<file path="src/rtl/rd_pkg.sv">
package rd_pkg;

   // Which of two equally long runs wins the selection.
   typedef enum logic {
      TIE_LOW_INDEX  = 1'b0,
      TIE_HIGH_INDEX = 1'b1
   } tie_pol_e;

   // Candidates are always visited in ascending bit order, so the tie
   // policy reduces to strict versus non-strict comparison.
   function automatic logic beats(input int unsigned cand,
                                  input int unsigned best,
                                  input tie_pol_e    pol);
      return (pol == TIE_LOW_INDEX) ? (cand > best) : (cand >= best);
   endfunction

endpackage

</file>
<file path="src/rtl/rd_scan_window.sv">
module rd_scan_window
   import rd_pkg::*;
#(
   parameter int       WIN   = 8,
   parameter int       BASE  = 8,
   parameter int       IDX_W = 5,
   parameter int       LEN_W = 5,
   parameter bit       FIRST = 1'b0,
   parameter bit       LAST  = 1'b0,
   parameter tie_pol_e TIE   = TIE_LOW_INDEX
) (
   input  logic [WIN-1:0]   win_bits,
   input  logic             prev_bit,
   input  logic             next_bit,
   input  logic [LEN_W-1:0] carry_in,
   output logic [LEN_W-1:0] carry_out,
   output logic [LEN_W-1:0] cand_len,
   output logic [IDX_W-1:0] cand_idx
);

   logic [WIN-1:0]            same_prev;
   logic [WIN-1:0]            run_ends;
   logic [WIN-1:0][LEN_W-1:0] run_len;

   // One XOR per bit: a zero XOR result means the bit repeats its neighbour.
   for (genvar k = 0; k < WIN; k++) begin : g_cmp
      if (k == 0) begin : g_head
         assign same_prev[k] = FIRST ? 1'b0 : ~(win_bits[k] ^ prev_bit);
      end else begin : g_body
         assign same_prev[k] = ~(win_bits[k] ^ win_bits[k-1]);
      end
      if (k == WIN-1) begin : g_tail
         assign run_ends[k] = LAST ? 1'b1 : (win_bits[k] ^ next_bit);
      end else begin : g_mid
         assign run_ends[k] = ~same_prev[k+1];
      end
   end

   // Run length ending at each bit, seeded by the count from below.
   always_comb begin
      logic [LEN_W-1:0] acc;
      acc = carry_in;
      for (int k = 0; k < WIN; k++) begin
         run_len[k] = same_prev[k] ? (acc + LEN_W'(1)) : LEN_W'(1);
         acc        = run_len[k];
      end
   end

   assign carry_out = run_len[WIN-1];

   // Best run that terminates inside this window.
   always_comb begin
      cand_len = '0;
      cand_idx = '0;
      for (int k = 0; k < WIN; k++) begin
         if (run_ends[k] && beats(32'(run_len[k]), 32'(cand_len), TIE)) begin
            cand_len = run_len[k];
            cand_idx = IDX_W'(BASE + k + 1 - int'(run_len[k]));
         end
      end
   end

endmodule

</file>
<file path="src/rtl/rd_stapler.sv">
module rd_stapler
   import rd_pkg::*;
#(
   parameter int       NWIN  = 3,
   parameter int       IDX_W = 5,
   parameter int       LEN_W = 5,
   parameter tie_pol_e TIE   = TIE_LOW_INDEX
) (
   input  logic [NWIN-1:0][LEN_W-1:0] win_len,
   input  logic [NWIN-1:0][IDX_W-1:0] win_idx,
   output logic [LEN_W-1:0]           best_len,
   output logic [IDX_W-1:0]           best_idx
);

   // Window candidates already hold whole runs (lengths carried across
   // edges), so the final pick is an ordered reduction.
   always_comb begin
      best_len = '0;
      best_idx = '0;
      for (int w = 0; w < NWIN; w++) begin
         if (beats(32'(win_len[w]), 32'(best_len), TIE)) begin
            best_len = win_len[w];
            best_idx = win_idx[w];
         end
      end
   end

endmodule

</file>
<file path="src/rtl/run_detect.sv">
module run_detect
   import rd_pkg::*;
#(
   parameter int       PKT_W   = 32,
   parameter int       WIN     = 8,
   parameter int       SKIP    = 8,
   parameter int       MIN_RUN = 8,
   parameter tie_pol_e TIE     = TIE_LOW_INDEX,
   localparam int      IDX_W   = $clog2(PKT_W),
   localparam int      LEN_W   = $clog2(PKT_W - SKIP + 1)
) (
   input  logic             clk,
   input  logic             rst_n,
   input  logic             pkt_valid,
   input  logic [PKT_W-1:0] pkt_data,
   output logic             desc_valid,
   output logic [IDX_W-1:0] desc_index,
   output logic [LEN_W-1:0] desc_length
);

   localparam int REGION = PKT_W - SKIP;
   localparam int NWIN   = REGION / WIN;

   // Elaboration-time parameter checks
   if (WIN < 1 || SKIP < 0 || SKIP >= PKT_W) begin : g_bad_geom
      $error("run_detect: WIN must be positive and SKIP inside the packet");
   end
   if ((REGION % WIN) != 0) begin : g_bad_win
      $error("run_detect: searched region must be a whole number of windows");
   end
   if (MIN_RUN < 1 || MIN_RUN > REGION) begin : g_bad_min
      $error("run_detect: MIN_RUN must lie within the searched region");
   end

   if (SKIP > 0) begin : g_low
      logic unused_low_bits;
      assign unused_low_bits = ^pkt_data[SKIP-1:0];
   end

   logic [NWIN-1:0][LEN_W-1:0] chain;
   logic [NWIN-1:0][LEN_W-1:0] w_len;
   logic [NWIN-1:0][IDX_W-1:0] w_idx;
   logic [LEN_W-1:0]           best_len;
   logic [IDX_W-1:0]           best_idx;
   logic                       hit;

   assign chain[0] = '0;

   for (genvar w = 0; w < NWIN; w++) begin : g_win
      localparam int BASE = SKIP + w * WIN;
      logic             prev_b;
      logic             next_b;
      logic [LEN_W-1:0] carry_fwd_or_unused;

      if (w == 0) begin : g_p0
         assign prev_b = 1'b0;
      end else begin : g_pn
         assign prev_b = pkt_data[BASE-1];
      end
      if (w == NWIN-1) begin : g_nl
         assign next_b = 1'b0;
      end else begin : g_nn
         assign next_b = pkt_data[BASE+WIN];
         assign chain[w+1] = carry_fwd_or_unused;
      end

      rd_scan_window #(
         .WIN   (WIN),
         .BASE  (BASE),
         .IDX_W (IDX_W),
         .LEN_W (LEN_W),
         .FIRST (w == 0),
         .LAST  (w == NWIN-1),
         .TIE   (TIE)
      ) u_win (
         .win_bits  (pkt_data[BASE +: WIN]),
         .prev_bit  (prev_b),
         .next_bit  (next_b),
         .carry_in  (chain[w]),
         .carry_out (carry_fwd_or_unused),
         .cand_len  (w_len[w]),
         .cand_idx  (w_idx[w])
      );
   end

   rd_stapler #(
      .NWIN  (NWIN),
      .IDX_W (IDX_W),
      .LEN_W (LEN_W),
      .TIE   (TIE)
   ) u_stapler (
      .win_len  (w_len),
      .win_idx  (w_idx),
      .best_len (best_len),
      .best_idx (best_idx)
   );

   assign hit = (32'(best_len) >= MIN_RUN);

   // Sequence registers
   always_ff @(posedge clk or negedge rst_n) begin
      if (!rst_n) begin
         desc_valid  <= 1'b0;
         desc_index  <= '0;
         desc_length <= '0;
      end else if (pkt_valid && hit) begin
         desc_valid  <= 1'b1;
         desc_index  <= best_idx;
         desc_length <= best_len;
      end else begin
         desc_valid  <= 1'b0;
         desc_index  <= '0;
         desc_length <= '0;
      end
   end

   // ---------------- assertions ----------------
   function automatic logic run_is_uniform(input logic [PKT_W-1:0] pkt,
                                           input logic [IDX_W-1:0] idx,
                                           input logic [LEN_W-1:0] len);
      logic ok;
      ok = 1'b1;
      for (int b = 0; b < PKT_W; b++) begin
         if (b >= int'(idx) && b < int'(idx) + int'(len) && pkt[b] != pkt[idx])
            ok = 1'b0;
      end
      return ok;
   endfunction

   // a descriptor only follows a strobed packet
   p_after_strobe_r2: assert property (@(posedge clk) disable iff (!rst_n)
      desc_valid |-> $past(pkt_valid));

   // reported runs meet the threshold
   p_min_len_r3: assert property (@(posedge clk) disable iff (!rst_n)
      desc_valid |-> (32'(desc_length) >= MIN_RUN));

   // excluded low bits are never the start of a run
   p_skip_low_r4: assert property (@(posedge clk) disable iff (!rst_n)
      desc_valid |-> (32'(desc_index) >= SKIP));

   // idle descriptor is all zero
   p_zero_idle_r8: assert property (@(posedge clk) disable iff (!rst_n)
      !desc_valid |-> (desc_index == '0 && desc_length == '0));

   // run fits in the packet and covers equal bits only
   p_fits_r9: assert property (@(posedge clk) disable iff (!rst_n)
      desc_valid |-> (32'(desc_index) + 32'(desc_length) <= PKT_W));

   p_uniform_r9: assert property (@(posedge clk) disable iff (!rst_n)
      desc_valid |-> run_is_uniform($past(pkt_data), desc_index, desc_length));

endmodule

</file>
<file path="config.mk">
export PLATFORM = sky130hd
export DESIGN_NAME = run_detect
export DESIGN_NICKNAME = d
export VERILOG_FILES = /design/src/rtl/rd_pkg.sv /design/src/rtl/rd_scan_window.sv /design/src/rtl/rd_stapler.sv /design/src/rtl/run_detect.sv
export SDC_FILE = /design/constraint.sdc
export NUM_CORES = 1
export LEC_CHECK = 0
export ABC_AREA = 1
export ABC_CLOCK_PERIOD_IN_PS = 800
export BUFFER_PORTS_ARGS = -buffer_cell sky130_fd_sc_hd__buf_2
export CORE_UTILIZATION = 55
export DETAILED_ROUTE_END_ITERATION = 8
export PLACE_DENSITY = 0.82
export SLEW_MARGIN = 10
export SYNTH_ARGS = -nofsm -noshare
export SYNTH_HDL_FRONTEND = slang
export SYNTH_HIERARCHICAL = 1
export SYNTH_SLANG_ARGS = --single-unit
</file>
<file path="constraint.sdc">
create_clock -name clk -period 0.8 [get_ports clk]
set_clock_uncertainty 0.15 [all_clocks]
set_input_delay 0.08 -clock clk [delete_from_list [all_inputs] [get_ports clk]]
set_output_delay 0.08 -clock clk [all_outputs]
set_load 0.01 [all_outputs]
</file>
==> results.txt, run 1 <==
----------------------------------------------------
[Clocking]
  Maximum level of the CTS H-tree ... 1
  Max Buffers Root-to-Sink ... 2
  Number of buffers added by the clock tree synthesis step ... 3
  CTS sink count ... 11
  Root buffer cell ... sky130_fd_sc_hd__clkbuf_16

[Global routing]
  Maximum number of pins on one net before global-route repair ... 12
  Overflow left after global routing ... 73
  Global router's overall resource usage ... 79.9%
  Vias in the first global route ... approximately 18000
  Global-route wire length before repair ... between 90000 and 100000 µm

[Floorplanning]
  Starting density of the core ... 56.2%
  Chip Height ... between 100 and 150 µm
  Top-level port count ... 46
  Placement row count ... 45
  DIE WIDTH ... 126 µm

[Placement]
  Post-detail-place hpwl ... 28500 µm
  Number of port buffers ... 37
  Pre-CTS setup slack ... -14560 ps
  Routability congestion estimate ... 0.920

[Status]
  Last stage reached ... global routing (5_1_grt)
  First error in the log ... [ERROR GRT-0116] Global routing finished with congestion. Check the congestion regions in the DRC Viewer.
  Run status ... aborted with a tool error

[Logic synthesis]
  Number of standard cells after synthesis ... 1499
  Summed instance area of the synthesized netlist ... 8510 µm²
  Warning count from the yosys run ... 6
  Mean area per synthesized cell ... 5.67 µm²

----------------------------------------------------
==> per-stage QoR <==
stage / cells / area, µm² / hold slack (ps)
after floorplan: 1503 / 8980 / -366
after global placement: 2198 / 12900 / -209
after detailed placement: 2198 / 12900 / -205
after CTS: 2277 / 14200 / 18.1
==> per-layer routing <==
layer | track usage, % | overflow
met5 | 28.5 | 0
met4 | 87.7 | 39
met3 | 66.3 | 0
met2 | 96.5 | 34
met1 | 76.6 | 0
==> what timing repair did <==
item	in CTS
pin swaps	115
hold buffers	1
hold endpoints to repair	11
buffers inserted	73
cloned	1
endpoints found under the setup margin	22
gates resized for setup	155
==> run 2, diff against run 1 <==
ABC_CLOCK_PERIOD_IN_PS = 1050   (was 800)
CORE_UTILIZATION = 40   (was 55)
PLACE_DENSITY = default   (was 0.82)
PLACE_DENSITY_LB_ADDON = 0.15   (was default)
clock period = 1.05 ns   (was 0.8 ns; I/O delays follow)
==> results.txt, run 2 <==
----------------------------------------------------
[Setup path]
  Critical setup path kind ... primary input to register
  Crit path max-delay family ... simple AND/OR/NAND/NOR gates
  Crit path required time ... 1050 ps
  Endpoint class of the critical path ... register
  Cell type with the highest occurrence count on the critical path ... sky130_fd_sc_hd__nand2_4
  Crit path max-delay cell type ... sky130_fd_sc_hd__ha_1
  Critical Path Max Stage Delay ... 310 ps
  Highest net fanout along the worst path ... 7
  Critical Path Start Type ... primary input
  Number of buffer and inverter instances along the worst setup path ... 26
  CP Data Arrival Time ... 14270 ps

[Detailed routing]
  Vias/cell ... 5.03
  DRC violation total after the first TritonRoute iteration ... approximately 790
  DRC violations left ... 0
  Post-detailed-route wirelength per cell ... between 10 and 15 µm
  Routed via count ... 12320
  Total detailed-routing wirelength ... 35100 µm
  1st-pass router iterations ... 6
  DRT antenna net count ... 0

[Global routing]
  Vias in the first global route ... 11906
  GR met2 Demand/Resource ... 54.9%
  Layer carrying the most global-route usage ... met2
  Global router's overall resource usage ... 29.7%
  Met1 Usage GRT ... 36.3%
  Overflow left after global routing ... 0
  Antenna violations before repair ... 0
  Met3 demand-to-capacity share in global routing ... 2.07%
  Maximum number of pins on one net before global-route repair ... 12
  Global-route wire length before repair ... 54200 µm

[Layout]
  Top flop regs ... desc_index: 5 flops, desc_length: 5 flops, desc_valid: 1 flops
  Top library cells by usage in the layout, fill and taps aside ... 639 x sky130_fd_sc_hd__buf_4, 356 x sky130_fd_sc_hd__nand2_1, 205 x sky130_fd_sc_hd__inv_1
  Most common cell after layout, fill and taps aside ... sky130_fd_sc_hd__buf_4
  Area growth, synth to finish ... 81.0%
  Filler Cell Count ... 1539
  Nets ... about 2300
  Count of inserted antenna diode cells ... 0
  Share of final-layout standard cells stronger than drive strength 1 ... 50.2%

[Clocking]
  Clock slew seen by the registers of the worst setup and hold paths ... 40 ps
  Root buffer cell ... sky130_fd_sc_hd__clkbuf_16
  Maximum level of the CTS H-tree ... 1 (unchanged)
  Max Buffers Root-to-Sink ... 2 (unchanged)
  Number of buffers added by the clock tree synthesis step ... 3 (unchanged)
  CTS sink count ... 11 (unchanged)
  CTS tree ... done

[Floorplanning]
  Starting density of the core ... 41.4% (-15 points)
  DIE WIDTH ... 148 µm (+17%)
  Die area ... roughly 22000 µm²
  Chip Height ... 148 µm (+17%)
  Standard cell core area ... 20600 µm²
  Placement row count ... 52 (+16%)
  Top-level port count ... 46 (unchanged)

[Status]
  Run status ... finished with violations
  Failing checks ... negative setup slack

[Timing]
  Transition time of the tightest slew-check pin ... 552 ps
  Final period demand of the worst path ... approximately 14000 ps
  Worst hold margin ... 125 ps
  Setup ws final ... -13220 ps
  Final Hold Fails ... 0
  Number of max-slew violations in the final report ... 0
  Final worst path period share ... 1360%
  Setup repair after global routing missed its margin ... yes
  Timing-limited maximum frequency ... between 70 and 80 MHz
  Setup-failing EPs final ... 11
  Max-slew headroom ... 62.8%

[Logic synthesis]
  Number of standard cells after synthesis ... 1499 (unchanged)
  Warning count from the yosys run ... 6 (unchanged)
  Mean area per synthesized cell ... 5.67 µm² (unchanged)
  Summed instance area of the synthesized netlist ... 8510 µm² (unchanged)

[Placement]
  Routability congestion estimate ... 0.861 (-6.4%)
  Post-detail-place hpwl ... 22600 µm (-21%)
  Number of port buffers ... 37 (unchanged)

[Job]
  Number of maximum-capacitance violations ... 0

[Worst hold path]
  Kind of path behind the tightest hold check ... primary input to asynchronous set/reset pin

----------------------------------------------------
-- run 2: timing repair --
action	in CTS	in global routing
cloned	2	0
gates resized for setup	103	150
pin swaps	97	98
setup endpoints to repair	11	11
hold buffers	1	0
endpoints found under the hold margin	11	0
setup buffers	122	28
-- run 2: area by class of cell --
type                       instances  area (µm²)  share of cell area (%)
multi-input combinational       1200        8440                    54.8
timing repair buffer             685        5150                    33.4
inverter                         277        1120                    7.30
tap                              270         338                    2.19
sequential                        11         275                    1.79
clock buffer                       4        78.8                   0.512
-- run 2: metrics by stage --
stage	setup TNS (ps)	area, µm²	setup slack, ps	cells	utilization [%]
after floorplan	-143420	8980	-13050	1503	-
after global placement	-141240	13100	-12840	2294	63.8
after detailed placement	-145960	13100	-13270	2294	63.8
after CTS	-136760	14600	-12470	2422	71.0
after global routing	-152470	15400	-13910	2447	74.9
final	-145070	15400	-13220	2447	74.9
-- run 2: per-layer routing --
| metal | up-vias | wire length (µm) |
|---|---|---|
| met4 | 0 | 1480 |
| met3 | 151 | 1680 |
| met1 | 5606 | 14800 |
| met5 | - | 0 |
| met2 | 430 | 17200 |
| li1 | 6133 | - |
-- run 2: worst max path at each step --
stage	endpoint	start	slack, ps	depth (start not counted)
after global placement	desc_index[4]	pkt_data[9]	-12840	124
final	desc_index[4]	pkt_data[10]	-13220	123
after global routing	desc_index[4]	pkt_data[10]	-13910	126
after floorplan	desc_valid	pkt_data[9]	-13050	125
after CTS	desc_length[3]	pkt_data[10]	-12470	125
after detailed placement	desc_index[2]	pkt_data[9]	-13270	122
Power of run 2 is not shown: default switching activity piles up to over one toggle a cycle in this logic, so the estimate is an artifact.
==> run 3, diff against run 2 <==
CORE_UTILIZATION = 45   (was 40)
==> results.txt, run 3 (synthesis results as in run 2) <==
----------------------------------------------------
[Status]
  Run status ... finished with violations
  Failing checks ... design-rule violations, negative setup slack

[Detailed routing]
  Total detailed-routing wirelength ... 40900 µm (+16%)
  Routed via count ... 13234 (+7.4%)
  Vias/cell ... 5.51 (+9.4%)
  1st-pass router iterations ... 9 (+3)
  DRT antenna net count ... 0 (unchanged)
  DRC violation total after the first TritonRoute iteration ... 1319 (+68%)
  Post-detailed-route wirelength per cell ... 17.0 µm (+18%)
  DRC violations left ... 1 (+1)

[Layout]
  Top library cells by usage in the layout, fill and taps aside ... 633 x sky130_fd_sc_hd__buf_4, 360 x sky130_fd_sc_hd__nand2_1, 208 x sky130_fd_sc_hd__inv_1
  Area growth, synth to finish ... 80.1%
  Count of inserted antenna diode cells ... 0 (unchanged)
  Area of the multi-input gates ... 8400 µm² (-0.47%)
  Filler Cell Count ... 1058 (-31%)
  Nets ... 2326 (-0.13%)
  Share of final-layout standard cells stronger than drive strength 1 ... 50.1% (-0.069 points)
  Most common cell after layout, fill and taps aside ... sky130_fd_sc_hd__buf_4
  Area taken by flip-flops and latches ... 275 µm² (unchanged)
  Top flop regs ... desc_index: 5 flops, desc_length: 5 flops, desc_valid: 1 flops

[Global routing]
  Met1 Usage GRT ... 40.1% (+3.7 points)
  Maximum number of pins on one net before global-route repair ... 12 (unchanged)
  Vias in the first global route ... 12218 (+2.6%)
  Global router's overall resource usage ... 34.2% (+4.5 points)
  Layer carrying the most global-route usage ... met2
  Global-route wire length before repair ... 55900 µm (+3.0%)
  GR met2 Demand/Resource ... 62.6% (+7.7 points)
  Overflow left after global routing ... 0 (unchanged)
  Antenna violations before repair ... 1 (+1)
  Met3 demand-to-capacity share in global routing ... 4.23% (+2.2 points)

[Floorplanning]
  Starting density of the core ... 46.6% (+5.2 points)
  Top-level port count ... 46 (unchanged)
  Placement row count ... 49 (-5.8%)
  Chip Height ... 139 µm (-5.6%)
  DIE WIDTH ... 139 µm (-5.6%)
  Standard cell core area ... 18300 µm² (-11%)
  Die area ... 19500 µm² (-11%)

[Timing]
  Final Hold Fails ... 0 (unchanged)
  Final period demand of the worst path ... 15270 ps (+995 ps)
  Total negative slack ... -154130 ps (-9060 ps)
  Setup repair after global routing missed its margin ... yes
  Number of max-slew violations in the final report ... 0 (unchanged)
  Final worst path period share ... 1450% (+95 points)
  Timing-limited maximum frequency ... 65.5 MHz (-6.5%)
  Setup-failing EPs final ... 11 (unchanged)
  Setup ws final ... -14220 ps (-995 ps)

[Setup path]
  Critical Path Max Stage Delay ... 400 ps (+90 ps)
  Crit path max-delay cell type ... sky130_fd_sc_hd__nor3_4
  Critical Path Start Type ... primary input
  Critical Path Start ... pkt_data[8]
  Highest net fanout along the worst path ... 7 (unchanged)
  Cell type with the highest occurrence count on the critical path ... sky130_fd_sc_hd__nand2_4
  Crit path required time ... 990 ps (-60 ps)
  Endpoint class of the critical path ... register
  CP Data Arrival Time ... 15210 ps (+940 ps)
  Critical setup path kind ... primary input to register

[Worst hold path]
  Kind of path behind the tightest hold check ... primary input to asynchronous set/reset pin

[Clocking]
  Max Buffers Root-to-Sink ... 2 (unchanged)
  Root buffer cell ... sky130_fd_sc_hd__clkbuf_16
  Maximum level of the CTS H-tree ... 1 (unchanged)
  Clock slew seen by the registers of the worst setup and hold paths ... 40 ps (about the same)
  CTS sink count ... 11 (unchanged)
  Number of buffers added by the clock tree synthesis step ... 3 (unchanged)
  CTS tree ... done

[Placement]
  Routability congestion estimate ... 0.908 (+5.4%)
  Post-detail-place hpwl ... 22700 µm (+0.61%)
  Number of port buffers ... 37 (unchanged)
  Pre-CTS setup slack ... -13350 ps (-79.0 ps)

[Job]
  Number of maximum-capacitance violations ... 0 (unchanged)

----------------------------------------------------
run 3: cell types whose count changed in the layout (fill, tap and decap cells not counted), sizes merged:
| cell | change |
|---|---|
| inv | +1 |
| clkinv | -2 |
| clkbuf | +1 |
| buf | -4 |
| clkinvlp | +1 |
run 3: final cells by class:
type,count,share of cell area [%]
multi-input combinational,1200,54.8
clock buffer,4,0.515
inverter,277,7.34
tap,229,1.87
sequential,11,1.80
timing repair buffer,682,33.6
run 3: how the worst max path moves through the flow:
stage	to	slack, ps	cells after the start
after detailed placement	desc_valid	-13350	123
after global routing	desc_index[3]	-14930	120
after floorplan	desc_valid	-13050	125
after global placement	desc_index[4]	-12830	121
after CTS	desc_valid	-12620	124
final	desc_index[3]	-14220	123
run 3: critical path, delay by kind of cell:
kind / cells / cell delay [ps]
adder cells (fa/ha/maj): 14 / 3900
XOR/XNOR: 3 / 620
buffers and inverters: 31 / 2810
AND/OR/NAND/NOR: 65 / 6700
AO/OA/AOI/OAI: 10 / 1030
run 3: metrics by stage:
step,hold WS (ps),util [%],area [µm²],cells
final,109,83.8,15300,2403
after CTS,59.2,78.8,14400,2368
after global routing,142,83.8,15300,2403
after floorplan,-341,-,8980,1503
after detailed placement,-176,71.6,13100,2253
after global placement,-183,71.6,13100,2253
run 3: timing repair:
item / 4_1_cts / 5_1_grt
buffers inserted: 108 / 38
gates cloned: 2 / 0
hold buffers: 1 / 0
resized for setup: 103 / 151
pin swaps: 114 / 124
endpoints found under the hold margin: 11 / 0
endpoints found under the setup margin: 11 / 11
run 3: per-layer routing:
metal	share of wire [%]	vias up
met2	47	770
met3	9.3	301
li1	-	6113
met5	0.032	-
met4	7.1	2
met1	37	6048
Power of run 3 is left out for the same reason.
==> run 4, diff against run 3 <==
REMOVE_ABC_BUFFERS = 1   (was default)
==> results.txt, run 4 (synthesis results as in run 2) <==
----------------------------------------------------
[Setup path]
  Endpoint class of the critical path ... register
  Highest net fanout along the worst path ... 8 (+1)
  Critical Path Start Type ... primary input
  Crit path max-delay cell type ... sky130_fd_sc_hd__xnor2_4
  Cell type with the highest occurrence count on the critical path ... sky130_fd_sc_hd__nand2_2
  Critical Path Max Stage Delay ... 360 ps (-40 ps)
  CP Data Arrival Time ... 14710 ps (-500 ps)
  Critical Path Start ... pkt_data[9]
  Critical setup path kind ... primary input to register
  Crit path required time ... 1060 ps (+70 ps)

[Global routing]
  Antenna violations before repair ... 0 (-1)
  Met3 demand-to-capacity share in global routing ... 2.13% (-2.1 points)
  GR met2 Demand/Resource ... 55.2% (-7.4 points)
  Layer carrying the most global-route usage ... met2
  Global-route wire length before repair ... 48400 µm (-13%)
  Overflow left after global routing ... 0 (unchanged)
  Global router's overall resource usage ... 29.0% (-5.2 points)
  Maximum number of pins on one net before global-route repair ... 12 (unchanged)
  Vias in the first global route ... 11275 (-7.7%)
  Met1 Usage GRT ... 34.6% (-5.4 points)

[Clocking]
  Clock slew seen by the registers of the worst setup and hold paths ... 40 ps (about the same)
  Number of buffers added by the clock tree synthesis step ... 3 (unchanged)
  Maximum level of the CTS H-tree ... 1 (unchanged)
  Max Buffers Root-to-Sink ... 2 (unchanged)
  CTS tree ... done
  CTS sink count ... 11 (unchanged)
  Root buffer cell ... sky130_fd_sc_hd__clkbuf_16

[Timing]
  Transition time of the tightest slew-check pin ... 501 ps
  Final period demand of the worst path ... 14700 ps (-564 ps)
  Setup ws final ... -13650 ps (+564 ps)
  Setup repair after global routing missed its margin ... yes
  Max-slew headroom ... 66.3%
  Timing-limited maximum frequency ... 68.0 MHz (+3.8%)
  Final Hold Fails ... 0 (unchanged)
  Final worst path period share ... 1400% (-54 points)
  Number of max-slew violations in the final report ... 0 (unchanged)
  Setup-failing EPs final ... 11 (unchanged)

[Floorplanning]
  DIE WIDTH ... 139 µm (unchanged)
  Starting density of the core ... 46.6% (unchanged)
  Top-level port count ... 46 (unchanged)
  Standard cell core area ... 18300 µm² (unchanged)
  Chip Height ... 139 µm (unchanged)
  Die area ... 19500 µm² (unchanged)
  Placement row count ... 49 (unchanged)

[Layout]
  Count of inserted antenna diode cells ... 0 (unchanged)
  Area growth, synth to finish ... 78.6%
  Nets ... 2283 (-1.8%)
  Top library cells by usage in the layout, fill and taps aside ... 575 x sky130_fd_sc_hd__buf_4, 344 x sky130_fd_sc_hd__nand2_1, 205 x sky130_fd_sc_hd__inv_1
  Final Non-Filler Cells ... 2360 (-1.8%)
  Most common cell after layout, fill and taps aside ... sky130_fd_sc_hd__buf_4
  Share of final-layout standard cells stronger than drive strength 1 ... 50.9% (+0.78 points)
  Top flop regs ... desc_index: 5 flops, desc_length: 5 flops, desc_valid: 1 flops

[Detailed routing]
  Vias/cell ... 5.45 (-1.1%)
  1st-pass router iterations ... 6 (-3)
  Post-detailed-route wirelength per cell ... 15.9 µm (-6.4%)
  DRC violation total after the first TritonRoute iteration ... 902 (-32%)
  Total detailed-routing wirelength ... 37600 µm (-8.1%)
  DRC violations left ... 0 (-1)
  Routed via count ... 12853 (-2.9%)
  DRT antenna net count ... 0 (unchanged)

[Placement]
  Number of port buffers ... 37 (unchanged)
  Post-detail-place hpwl ... 21800 µm (-3.8%)
  Routability congestion estimate ... 0.921 (+1.5%)
  Placed Cells ... 2244 (-0.40%)

[Status]
  Run status ... finished with violations
  Failing checks ... negative setup slack

[Worst hold path]
  Kind of path behind the tightest hold check ... primary input to asynchronous set/reset pin

[Job]
  Number of maximum-capacitance violations ... 0 (unchanged)

----------------------------------------------------
-- run 4: repair_timing --
action,in CTS,in global routing
pin swaps,56,190
hold buffers,1,0
hold endpoints to repair,11,0
endpoints found under the setup margin,11,11
setup buffers,70,44
gates cloned,2,0
resized for setup,77,333
-- run 4: critical path: cells and delay by family --
kind / cells / cell delay, ps
xor+xnor: 2 / 550
fa+ha+maj: 16 / 3950
simple gates: 67 / 6330
compound gates: 11 / 1470
buf+inv: 29 / 2290
-- run 4: layout make-up --
cell class                      instances  area [µm²]
Clock buffer                            4        78.8
Fill cell                            1063        3080
Inverter                              277        1090
Multi-Input combinational cell       1200        8600
Sequential cell                        11         275
Tap cell                              229         287
Timing Repair Buffer                  639        4860
-- run 4: stage by stage --
step | utilization (%) | setup WS [ps] | hold WS (ps) | area (µm²) | setup TNS, ps
CTS | 73.8 | -13280 | 111 | 13500 | -145990
global placement | 68.9 | -13940 | -181 | 12600 | -153210
detailed placement | 68.9 | -14420 | -178 | 12600 | -158470
floorplan | - | -15330 | -341 | 8400 | -168330
finish | 83.1 | -13650 | 117 | 15200 | -149590
global route | 83.1 | -14370 | 165 | 15200 | -157330
-- run 4: worst max-delay path by stage --
stage	slack, ps	end
after floorplan	-15330	desc_index[4]
after global placement	-13940	desc_index[4]
after detailed placement	-14420	desc_index[4]
after CTS	-13280	desc_index[1]
after global routing	-14370	desc_length[3]
final	-13650	desc_length[3]
-- run 4: routing by layer --
metal	share of wire (%)	up-vias
li1	-	6041
met1	38	5862
met2	49	692
met3	6.7	258
met4	6.0	0
met5	0	-
Power of run 4 is left out for the same reason.
